### src/rtl/mbus_pkg.sv
package mbus_pkg;

    typedef enum logic [2:0] {
        CYC_INTA  = 3'b000,
        CYC_IORD  = 3'b001,
        CYC_IOWR  = 3'b010,
        CYC_HALT  = 3'b011,
        CYC_FETCH = 3'b100,
        CYC_MEMRD = 3'b101,
        CYC_MEMWR = 3'b110,
        CYC_NONE  = 3'b111
    } cyc_e;

    typedef enum logic [2:0] {
        PH_IDLE,
        PH_T1,
        PH_T2,
        PH_T3,
        PH_TW,
        PH_T4,
        PH_STOP
    } phase_e;

    function automatic logic is_read(cyc_e k);
        return (k == CYC_INTA) || (k == CYC_IORD) || (k == CYC_FETCH) || (k == CYC_MEMRD);
    endfunction

    function automatic logic is_write(cyc_e k);
        return (k == CYC_IOWR) || (k == CYC_MEMWR);
    endfunction

    function automatic logic is_io(cyc_e k);
        return (k == CYC_IORD) || (k == CYC_IOWR);
    endfunction

endpackage

### src/rtl/mbus_ctrl.sv
module mbus_ctrl
    import mbus_pkg::*;
#(
    parameter int ADDR_W = 20,
    parameter int DATA_W = 8
) (
    input  logic              clk,
    input  logic              rst,
    input  logic              req_valid,
    input  logic [2:0]        req_kind,
    input  logic [ADDR_W-1:0] req_addr,
    input  logic [1:0]        req_seg,
    input  logic [DATA_W-1:0] req_wdata,
    input  logic              rdy,
    input  logic [DATA_W-1:0] ad_in,
    output phase_e            phase,
    output cyc_e              kind_q,
    output logic [1:0]        seg_q,
    output logic [ADDR_W-1:0] addr_q,
    output logic [DATA_W-1:0] wdata_q,
    output logic              pre_t4,
    output logic [DATA_W-1:0] rd_data
);

    logic   rdy_q;
    logic   accept;
    phase_e nxt;

    assign accept = (phase == PH_IDLE) && req_valid && (cyc_e'(req_kind) != CYC_NONE);

    // The state that hands over to T4: T3 when no wait is due, else the last wait.
    assign pre_t4 = ((phase == PH_T3) && ((kind_q == CYC_HALT) || rdy_q)) ||
                    ((phase == PH_TW) && rdy_q);

    always_comb begin
        unique case (phase)
            PH_IDLE: nxt = accept ? PH_T1 : PH_IDLE;
            PH_T1:   nxt = PH_T2;
            PH_T2:   nxt = PH_T3;
            PH_T3,
            PH_TW:   nxt = pre_t4 ? PH_T4 : PH_TW;
            PH_T4:   nxt = (kind_q == CYC_HALT) ? PH_STOP : PH_IDLE;
            PH_STOP: nxt = PH_STOP;
            default: nxt = PH_IDLE;
        endcase
    end

    always_ff @(posedge clk) begin
        if (rst) begin
            phase   <= PH_IDLE;
            rdy_q   <= 1'b0;
            kind_q  <= CYC_NONE;
            seg_q   <= '0;
            addr_q  <= '0;
            wdata_q <= '0;
            rd_data <= '0;
        end else begin
            phase <= nxt;
            rdy_q <= rdy;
            if (accept) begin
                kind_q  <= cyc_e'(req_kind);
                seg_q   <= req_seg;
                addr_q  <= req_addr;
                wdata_q <= req_wdata;
            end
            if (pre_t4 && is_read(kind_q)) begin
                rd_data <= ad_in;
            end
        end
    end

endmodule

### src/rtl/mbus_drive.sv
module mbus_drive
    import mbus_pkg::*;
#(
    parameter int ADDR_W = 20,
    parameter int DATA_W = 8,
    localparam int HI_W  = ADDR_W - 16,
    localparam int MID_W = 16 - DATA_W
) (
    input  phase_e            phase,
    input  cyc_e              kind_q,
    input  logic [1:0]        seg_q,
    input  logic [ADDR_W-1:0] addr_q,
    input  logic [DATA_W-1:0] wdata_q,
    input  logic              pre_t4,
    output logic [DATA_W-1:0] ad_out,
    output logic              ad_oe,
    output logic [MID_W-1:0]  a_mid,
    output logic [HI_W-1:0]   ahi,
    output logic [2:0]        stat,
    output logic              ale,
    output logic              rd_n,
    output logic              wr_n,
    output logic              inta_n,
    output logic              dt_r,
    output logic              den_n,
    output logic              done
);

    logic in_cyc, in_t1, data_ph, strobe_win, rd_k, wr_k;
    logic [HI_W-1:0] ext_stat;

    assign in_t1      = (phase == PH_T1);
    assign data_ph    = (phase == PH_T2) || (phase == PH_T3) || (phase == PH_TW) || (phase == PH_T4);
    assign in_cyc     = in_t1 || data_ph;
    assign strobe_win = (phase == PH_T2) || (phase == PH_T3) || (phase == PH_TW);
    assign rd_k       = is_read(kind_q);
    assign wr_k       = is_write(kind_q);
    assign ext_stat   = {{(HI_W-2){1'b0}}, seg_q};

    always_comb begin
        ale    = in_t1;
        done   = (phase == PH_T4);
        stat   = (in_cyc && (phase != PH_T4) && !pre_t4) ? kind_q : CYC_NONE;
        rd_n   = !(strobe_win && rd_k && (kind_q != CYC_INTA));
        inta_n = !(strobe_win && (kind_q == CYC_INTA));
        wr_n   = !(strobe_win && wr_k);
        dt_r   = !(in_cyc && rd_k);
        den_n  = !(data_ph && (kind_q != CYC_HALT));
        ad_oe  = in_t1 || (data_ph && wr_k);
        if (in_t1) begin
            ad_out = addr_q[DATA_W-1:0];
        end else if (data_ph && wr_k) begin
            ad_out = wdata_q;
        end else begin
            ad_out = '0;
        end
        a_mid = in_cyc ? addr_q[15:DATA_W] : '0;
        if (in_t1) begin
            ahi = is_io(kind_q) ? '0 : addr_q[ADDR_W-1:16];
        end else if (data_ph) begin
            ahi = ext_stat;
        end else begin
            ahi = '0;
        end
    end

endmodule

### src/rtl/mbus_seq.sv
module mbus_seq
    import mbus_pkg::*;
#(
    parameter int ADDR_W = 20,
    parameter int DATA_W = 8,
    localparam int HI_W  = ADDR_W - 16,
    localparam int MID_W = 16 - DATA_W
) (
    input  logic              clk,
    input  logic              rst,
    input  logic              req_valid,
    input  logic [2:0]        req_kind,
    input  logic [ADDR_W-1:0] req_addr,
    input  logic [1:0]        req_seg,
    input  logic [DATA_W-1:0] req_wdata,
    output logic              done,
    output logic [DATA_W-1:0] rd_data,
    input  logic              rdy,
    input  logic [DATA_W-1:0] ad_in,
    output logic [DATA_W-1:0] ad_out,
    output logic              ad_oe,
    output logic [MID_W-1:0]  a_mid,
    output logic [HI_W-1:0]   ahi,
    output logic [2:0]        stat,
    output logic              ale,
    output logic              rd_n,
    output logic              wr_n,
    output logic              inta_n,
    output logic              dt_r,
    output logic              den_n
);

    phase_e            phase;
    cyc_e              kind_q;
    logic [1:0]        seg_q;
    logic [ADDR_W-1:0] addr_q;
    logic [DATA_W-1:0] wdata_q;
    logic              pre_t4;

    mbus_ctrl #(.ADDR_W(ADDR_W), .DATA_W(DATA_W)) u_ctrl (
        .clk       (clk),
        .rst       (rst),
        .req_valid (req_valid),
        .req_kind  (req_kind),
        .req_addr  (req_addr),
        .req_seg   (req_seg),
        .req_wdata (req_wdata),
        .rdy       (rdy),
        .ad_in     (ad_in),
        .phase     (phase),
        .kind_q    (kind_q),
        .seg_q     (seg_q),
        .addr_q    (addr_q),
        .wdata_q   (wdata_q),
        .pre_t4    (pre_t4),
        .rd_data   (rd_data)
    );

    mbus_drive #(.ADDR_W(ADDR_W), .DATA_W(DATA_W)) u_drive (
        .phase   (phase),
        .kind_q  (kind_q),
        .seg_q   (seg_q),
        .addr_q  (addr_q),
        .wdata_q (wdata_q),
        .pre_t4  (pre_t4),
        .ad_out  (ad_out),
        .ad_oe   (ad_oe),
        .a_mid   (a_mid),
        .ahi     (ahi),
        .stat    (stat),
        .ale     (ale),
        .rd_n    (rd_n),
        .wr_n    (wr_n),
        .inta_n  (inta_n),
        .dt_r    (dt_r),
        .den_n   (den_n),
        .done    (done)
    );

endmodule

### config.mk
export PLATFORM = sky130hd
export DESIGN_NAME = mbus_seq
export DESIGN_NICKNAME = d
export VERILOG_FILES = /design/src/rtl/mbus_pkg.sv /design/src/rtl/mbus_ctrl.sv /design/src/rtl/mbus_drive.sv /design/src/rtl/mbus_seq.sv
export SDC_FILE = /design/constraint.sdc
export NUM_CORES = 1
export LEC_CHECK = 0
export BUFFER_PORTS_ARGS = -buffer_cell sky130_fd_sc_hd__buf_4
export CAP_MARGIN = 20
export CORE_ASPECT_RATIO = 1.75
export CORE_MARGIN = 2
export CORE_UTILIZATION = 53
export CTS_CLUSTER_DIAMETER = 200
export DETAILED_ROUTE_END_ITERATION = 8
export GPL_ROUTABILITY_DRIVEN = 0
export PLACE_DENSITY_LB_ADDON = 0.12
export SLEW_MARGIN = 20
export SYNTH_ARGS = -nofsm -noshare
export SYNTH_HDL_FRONTEND = slang
export SYNTH_SLANG_ARGS = --single-unit
export TNS_END_PERCENT = 30
### constraint.sdc
create_clock -name clk -period 3.8 [get_ports clk]
set_clock_uncertainty 0.1 [all_clocks]
set_input_delay 0.19 -clock clk [delete_from_list [all_inputs] [get_ports clk]]
set_output_delay 0.19 -clock clk [all_outputs]
set_load 0.005 [all_outputs]
# Word level (Yosys, flattened, before mapping)
# Cells that the tools add are included.
[classes]
eq_ne = 15
mux = 11
n_reduce_logical = 36
[op_table]
columns = ["operator", "n"]
rows = [
  ["$mux 8", 3],
  ["$eq 3x3->1 const B", 6],
  ["$pmux 3 s6", 1],
  ["$logic_and 1x1->1", 14],
  ["$eq 3x2->1 const B", 4],
  ["$logic_or 1x1->1", 12],
  ["$mux 4", 2],
  ["$eq 3x1->1 const B", 2],
  ["$logic_not 1->1", 6],
  ["$logic_not 3->1", 2],
  ["$mux 3", 2],
  ["$ne 3x3->1 const B", 2],
  ["$ne 3x2->1 const B", 1],
  ["$reduce_bool 3->1", 1],
  ["$mux 1", 2],
  ["$mux 2", 1],
  ["$reduce_or 2->1", 1],
]
[word_totals]
out_inout_bits = 39
regBits = 45

# Logic depth before layout (Yosys ltp)
# Gate-level depths: netlist (run 1).
[logic_depth]
word_depth = 8
ltp_mapped = 6

# Hierarchy
# From an unflattened synthesis (run 1), not the netlist that was laid out.
[hier_totals]
hier_cells = 248
area_unflattened_um2 = 2119.5
[by_module_without_submodules]
columns = ["mod", "cells_per_inst", "seq_area_each_um2", "area_each_um2", "n_inst"]
rows = [
  ["mbus_ctrl", 201, 900.9, 1732.9, 1],
  ["mbus_drive", 47, 0.0, 386.6, 1],
]

# Worst setup path before layout (run 1)
# No wires, ideal clock.
[synth_timing]
path_type = "reg-to-reg"
startpoint = "register u_ctrl.phase[1]"
endpoint = "register u_ctrl.addr_q[0]"
slack_ns = 2.181
required_time_ns = 3.568
path_stages_with_launch = 7
t_arrival_ns = 1.386
cell_sequence = "dfxtp_1 buf_6 or4b_4 buf_6 buf_6 o21ai_1 a21oi_1"
[synth_between]
elab_chain_cells = 3
[synth_lines]
columns = ["item", "line", "source"]
rows = [
  ["start, declared", "mbus_ctrl.sv:16", "output phase_e phase,"],
  ["start signal, assigned", "mbus_ctrl.sv:58", "phase <= nxt;"],
  ["$logic_not 3->1", "mbus_ctrl.sv:29", "assign accept = (phase == PH_IDLE) && req_valid && (cyc_e'(req_kind) != CYC_NONE);"],
  ["$logic_and 1x1->1 (2 in series)", "mbus_ctrl.sv:29", ""],
  ["end signal, assigned", "mbus_ctrl.sv:63", "addr_q <= req_addr;"],
  ["end, declared", "mbus_ctrl.sv:19", "output logic [ADDR_W-1:0] addr_q,"],
]
# Every way passes these cells.
# A chain may end at the register's enable or synchronous reset.

# Final worst setup path (run 1)
[layout_timing]
startpoint = "register u_ctrl.phase[1]"
endpoint = "output port ahi[1]"
[layout_between]
elab_chain_cells = 6
elab_cells_between_ends = 10
cone_classes = "5 x eq/ne; 2 x mux; 3 x reduce/logical"
[layout_lines]
columns = ["item", "line", "source"]
rows = [
  ["$eq 3x2->1", "mbus_drive.sv:33", "assign data_ph = (phase == PH_T2) || (phase == PH_T3) || (phase == PH_TW) || (phase == PH_T4);"],
  ["$logic_or 1x1->1 (3 in series)", "mbus_drive.sv:33", ""],
  ["$mux 2", "mbus_drive.sv:60", "end else if (data_ph) begin"],
  ["$mux 4 *", "mbus_drive.sv:58", "if (in_t1) begin"],
  ["end, declared", "mbus_seq.sv:23", "output logic [HI_W-1:0] ahi,"],
]
# Mark *: on every way between the ends. The rest lies on a longest branch, timed or not.

==> impl_metrics.yaml, run 1 <==
placement:
  portBuffers: 83
  post-dp-hpwl_mm: 3.88
  dp_slack_ps: 1640
  dp_cells: 377
logic_synthesis:
  syn_inst: 271
  synth_area_leaders: "dfxtp_1, a21oi_1, nand3_1"
  synth.avg_cell_area_sq_um: 8.33
  yosysSeqAreaShare_pct: 39.9
  yosys_warnings: 0
  synthDistinctLibCells: 39
  netlist_area_sq_um: 2260
  syn-num-nets: 316
  ys_seq_elements: 45
  synth_top_area_cell: "dfxtp_1"
  yosysTopAreaCellShare_pct: 39.9
final_layout:
  final_cell_mix: "buf_4, dfxtp_1, a21oi_1"
  nNetsFinal: 380
  postLayoutCoreUtil_pct: 71.3
  diodes: 0
  final_cells: 385
  area_growth_pct: 29.9
  drive_gt1_share_pct: 30.1
  layout_commonest_cell: "buf_4"
power:
  ir_worst_vdd_mv: 0.318
  seqPwrFrac_pct: 46.7
  p_switching_mw: 0.320
  clkPwrFrac_pct: 32.4
  sw_frac_of_total_pct: 27.6
  p_int_mw: 0.837
  power_frac_comb_pct: 20.9
  p_per_area_nw_per_um2: 394
  power_leakage_nw: 1.20
min_path:
  min_path_type: "in2reg"
  holdPathStages: 2
cts:
  htree_levels: 2
  cts_root_buffer: "clkbuf_8"
  cts_resized: 0
  cts_hold_buf: 0
  cts_tree: "done"
  cts_sinks: 45
  numCtsBuffers: 5
  cts_setup_buffers: 0
  clkLatencyLatePin_ps: 290
  path_clk_slew_ps: 80
  clock_path_buffers: 2
critical_path:
  worstSetupPathType: "reg2out"
  required_ps: 3510
  path_cells: "nor3_1 > a21oi_1 > a21boi_0 > buf_4"
  slowest_delay_ps: 710
  r2r.worst_path.cells: 4
  slowest_stage: "dfxtp_1"
  worst-path-max-fanout: 18
  arrival_ps: 2180
  crit_path_start_kind: "register"
  crit_path_end_kind: "output port"
sta:
  hold_viol: 0
  tightest_slew_ps: 759
  min_period_ps: 2470
  slew_violations: 0
  setup_ws_ps: 1330
  max-slew-margin-rel_pct: 49.2
  setup_viol: 0
  rsz0062_at_grt: "no"
  whs_ps: 4.82
  final.setup.tns_ps: 0
  timing.fmax_mhz: 404
  period_share_pct: 65.1
route:
  drc: 0
  drt_iter0_drc: 40
  dr.pass1.iters: 4
  num_vias: 2197
  viasPerCell: 5.71
  ant_nets: 0
  wirelength_mm: 5.63
  wire_per_inst_um: 14.6
die:
  die_h_um: 90.3
  start_util_pct: 54.9
  die_x_um: 53.3
  ioPinCount: 84
  core_area_sq_um: 4110
  rows: 31
  die_area_sq_um: 4820
grt:
  use_met1_pct: 31.0
  grt_pass1_wl_mm: 9.25
  grt_remaining_overflow: 0
  grt_pass1_vias: 2030
  use_met2_pct: 41.3
  grt_usage_pct: 24.8
  grtUsageMet3_pct: 3.97
  grt-busiest-layer: "met2"
  antenna_found_initial: 0
  grt_max_degree: 54
flow_run:
  drv_cap: 0
run_status:
  outcome: "finished clean"
-- final timing paths --
check / from / endpoint / slack, ps
hold / removal: rdy / u_ctrl.rdy_q / 5
hold reg to reg: u_ctrl.rd_data[2] / u_ctrl.rd_data[2] / 380
setup reg to reg: u_ctrl.phase[1] / u_ctrl.addr_q[17] / 1690
setup / recovery: u_ctrl.phase[1] / ahi[1] / 1330
-- through the flow --
stage	total power [mW]	cell area (sq um)
4_1_cts	1.16	2930
6_report	1.16	2930
3_3_place_gp	0.787	2810
5_1_grt	1.21	2930
3_5_place_dp	0.792	2810
2_1_floorplan	0.712	2260
-- cell families after synthesis --
family | count (synthesis) | synth area share (%)
simple gates | 89 | 23.3
compound gates | 97 | 25.3
buf+inv | 30 | 7.15
flops | 45 | 39.9
xor+xnor | 2 | 0.776
mux | 8 | 3.55
-- state kept, by name, indices dropped and copies added (netlist names) --
register        count
u_ctrl.rdy_q        1
u_ctrl.kind_q       3
u_ctrl.wdata_q      8
u_ctrl.addr_q      20
u_ctrl.seg_q        2
u_ctrl.phase        3
u_ctrl.rd_data      8
-- per-layer routing --
| metal | vias up | part of all wire [%] |
|---|---|---|
| met2 | 77 | 53 |
| met1 | 1023 | 41 |
| met3 | 9 | 5.1 |
| li1 | 1088 | - |
| met5 | - | 0 |
| met4 | 0 | 1.8 |
-- final cells by class --
cell class,count,area (sq um)
Multi-Input combinational cell,196,1200
Tap cell,49,61.3
Clock buffer,6,82.6
Timing Repair Buffer,86,646
Fill cell,367,1180
Clock inverter,2,37.5
Inverter,1,3.75
Sequential cell,45,901
-- synthesized netlist by cell type, drive strengths merged --
library cell	n
o22ai	1
or4b	1
o21ai	35
or3b	1
or2	1
o21bai	3
o211ai	2
mux2i	8
and3	1
nor2b	2
a211o	1
nand2b	21
nand2	4
a21boi	3
nand3b	3
nor3	1
clkbuf	17
dfxtp	45
o21a	1
a22o	9
and2	10
o31a	2
nor2	8
inv	1
a21oi	39
and3b	1
nand3	31
xor2	1
nor4b	1
xnor2	1
buf	12
nor4bb	1
a31oi	1
nor3b	2
-- power groups by stage --
stage               clock [mW]  combinational (mW)  sequential (mW)
finish                   0.375               0.241            0.541
global route             0.401               0.267            0.546
CTS                      0.381               0.243            0.540
detailed placement           0               0.242            0.550
global placement             0               0.238            0.549
floorplan                    0               0.184            0.528
-- critical path, delay by kind of cell (launching register included) --
kind	cells	cell delay (ps)
AND/OR/NAND/NOR	1	130
buffers and inverters	1	150
AO/OA/AOI/OAI	2	900
flip-flops	1	710
No activity file was read; power rests on OpenSTA's default activity.
==> run 2: changes to the inputs <==
Settings changed: CORE_UTILIZATION 53 to 49.
Clock period 3.8 ns to 2.5 ns, I/O delays scaled along.
==> run 2 against run 1 <==
Critical path type unchanged. Via count is 7.6% higher. Non-clock buffer count is 41 higher. Total power is 64% higher. Clock power is 73% higher.
==> impl_metrics.yaml, run 2 (synthesis gave the netlist of run 1 again) <==
grt:
  use_met1_pct: 27.9
  grt_pass1_wl_mm: 10.3
  antenna_found_initial: 0
  grt_usage_pct: 24.8
  grt-busiest-layer: "met2"
  grt_remaining_overflow: 0
  use_met2_pct: 44.7
  grt_max_degree: 54
  grtUsageMet3_pct: 5.37
  grt_pass1_vias: 2259
cts:
  clkLatencyLatePin_ps: 290
  htree_levels: 2
  cts_tree: "done"
  cts_sinks: 45
  cts_resized: 0
  numCtsBuffers: 5
  cts_root_buffer: "clkbuf_8"
  clock_path_buffers: 2
  path_clk_slew_ps: 80
critical_path:
  critPathBufInv: 2
  worstSetupPathType: "reg2out"
  critPathTopFamily: "flip-flops"
  crit_path_start_kind: "register"
  slowest_stage: "dfxtp_1"
  crit_path_end_kind: "output port"
  worst-path-max-fanout: 18
  cp_common_cell: "buf_4"
  required_ps: 2280
  path_cells: "nor3_1 > a21oi_1 > buf_4 > a21boi_0 > buf_4"
  arrival_ps: 2000
  slowest_delay_ps: 710
final_layout:
  nNetsFinal: 421
  fin_area_sq_um: 3350
  postLayoutCoreUtil_pct: 76.0
  largest_register: "u_ctrl.addr_q"
  seq_area_sq_um: 901
  layout_commonest_cell: "buf_4"
  multiInputGateArea_sq_um: 1190
  area_growth_pct: 48.3
  final_cells: 429
  largest_reg_flops: 20
  top_regs: "u_ctrl.addr_q: 20 flops, u_ctrl.rd_data: 8 flops, u_ctrl.wdata_q: 8 flops"
  drive_gt1_share_pct: 27.1
  num-fill-cells: 364
  final_cell_mix: "buf_4, dfxtp_1, a21oi_1, dlygate4sd3_1, nand3_1"
die:
  die_x_um: 55.3
  die_h_um: 93.8
  die_area_sq_um: 5190
  start_util_pct: 51.3
  rows: 32
  core_area_sq_um: 4400
  ioPinCount: 84
route:
  ant_nets: 0
  drc: 0
  wirelength_mm: 6.33
  viasPerCell: 5.51
  num_vias: 2363
  wire_per_inst_um: 14.8
  dr.pass1.iters: 5
  drt_iter0_drc: 65
placement:
  post_dp_cell_area_sq_um: 2830
  dp_slack_ps: 606
  post-dp-hpwl_mm: 3.98
  portBuffers: 83
  dp_cells: 382
power:
  power_leakage_nw: 1.39
  p_per_area_nw_per_um2: 566
  finalPower_mw: 1.89
  ir_worst_vdd_mv: 0.485
sta:
  slew_violations: 0
  final.setup.tns_ps: 0
  tightest_slew_ps: 606
  setup_ws_ps: 274
  whs_ps: 6.62
  setup_viol: 0
  timing.fmax_mhz: 449
  rsz0062_at_grt: "no"
  min_period_ps: 2230
  max-slew-margin-rel_pct: 59.5
  period_share_pct: 89.0
  hold_viol: 0
run_status:
  outcome: "finished clean"
min_path:
  min_path_type: "in2reg"
flow_run:
  drv_cap: 0
## run 2: routing by layer
| metal | wire length, um | vias up |
|---|---|---|
| met5 | 0 | - |
| met3 | 272 | 9 |
| met4 | 105 | 0 |
| li1 | - | 1169 |
| met1 | 2490 | 1116 |
| met2 | 3460 | 69 |
## run 2: area by class of cell
| class | instances | area share (%) |
|---|---|---|
| Antenna cell | 1 | 0.0747 |
| Clock buffer | 5 | 2.06 |
| Clock inverter | 3 | 1.94 |
| Inverter | 1 | 0.112 |
| Multi-Input combinational cell | 196 | 35.7 |
| Sequential cell | 45 | 26.9 |
| Tap cell | 51 | 1.91 |
| Timing Repair Buffer | 127 | 31.3 |
## run 2: repair_timing
| item | 4_1_cts | 5_1_grt |
|---|---|---|
| hold endpoints to repair | 38 | 0 |
| buffers inserted | 0 | 0 |
| hold buffers | 38 | 0 |
## run 2: final timing paths
kind,slack (ps),startpoint,endpoint,cells past startpoint
setup reg to reg,580,u_ctrl.phase[2],u_ctrl.rd_data[3],3
setup / recovery,270,u_ctrl.phase[1],ahi[0],5
hold reg to reg,370,u_ctrl.seg_q[0],u_ctrl.seg_q[0],2
hold / removal,7,req_addr[3],u_ctrl.addr_q[3],3
## run 2: worst min-delay path, cell delays in order
cell	delay, ps
buf_4	110
nand3_1	60
a21oi_1	60
## run 2: power by group
part	internal (mW)	switching (mW)
clock network	0.397	0.250
registers	0.769	0.0521
logic	0.225	0.201
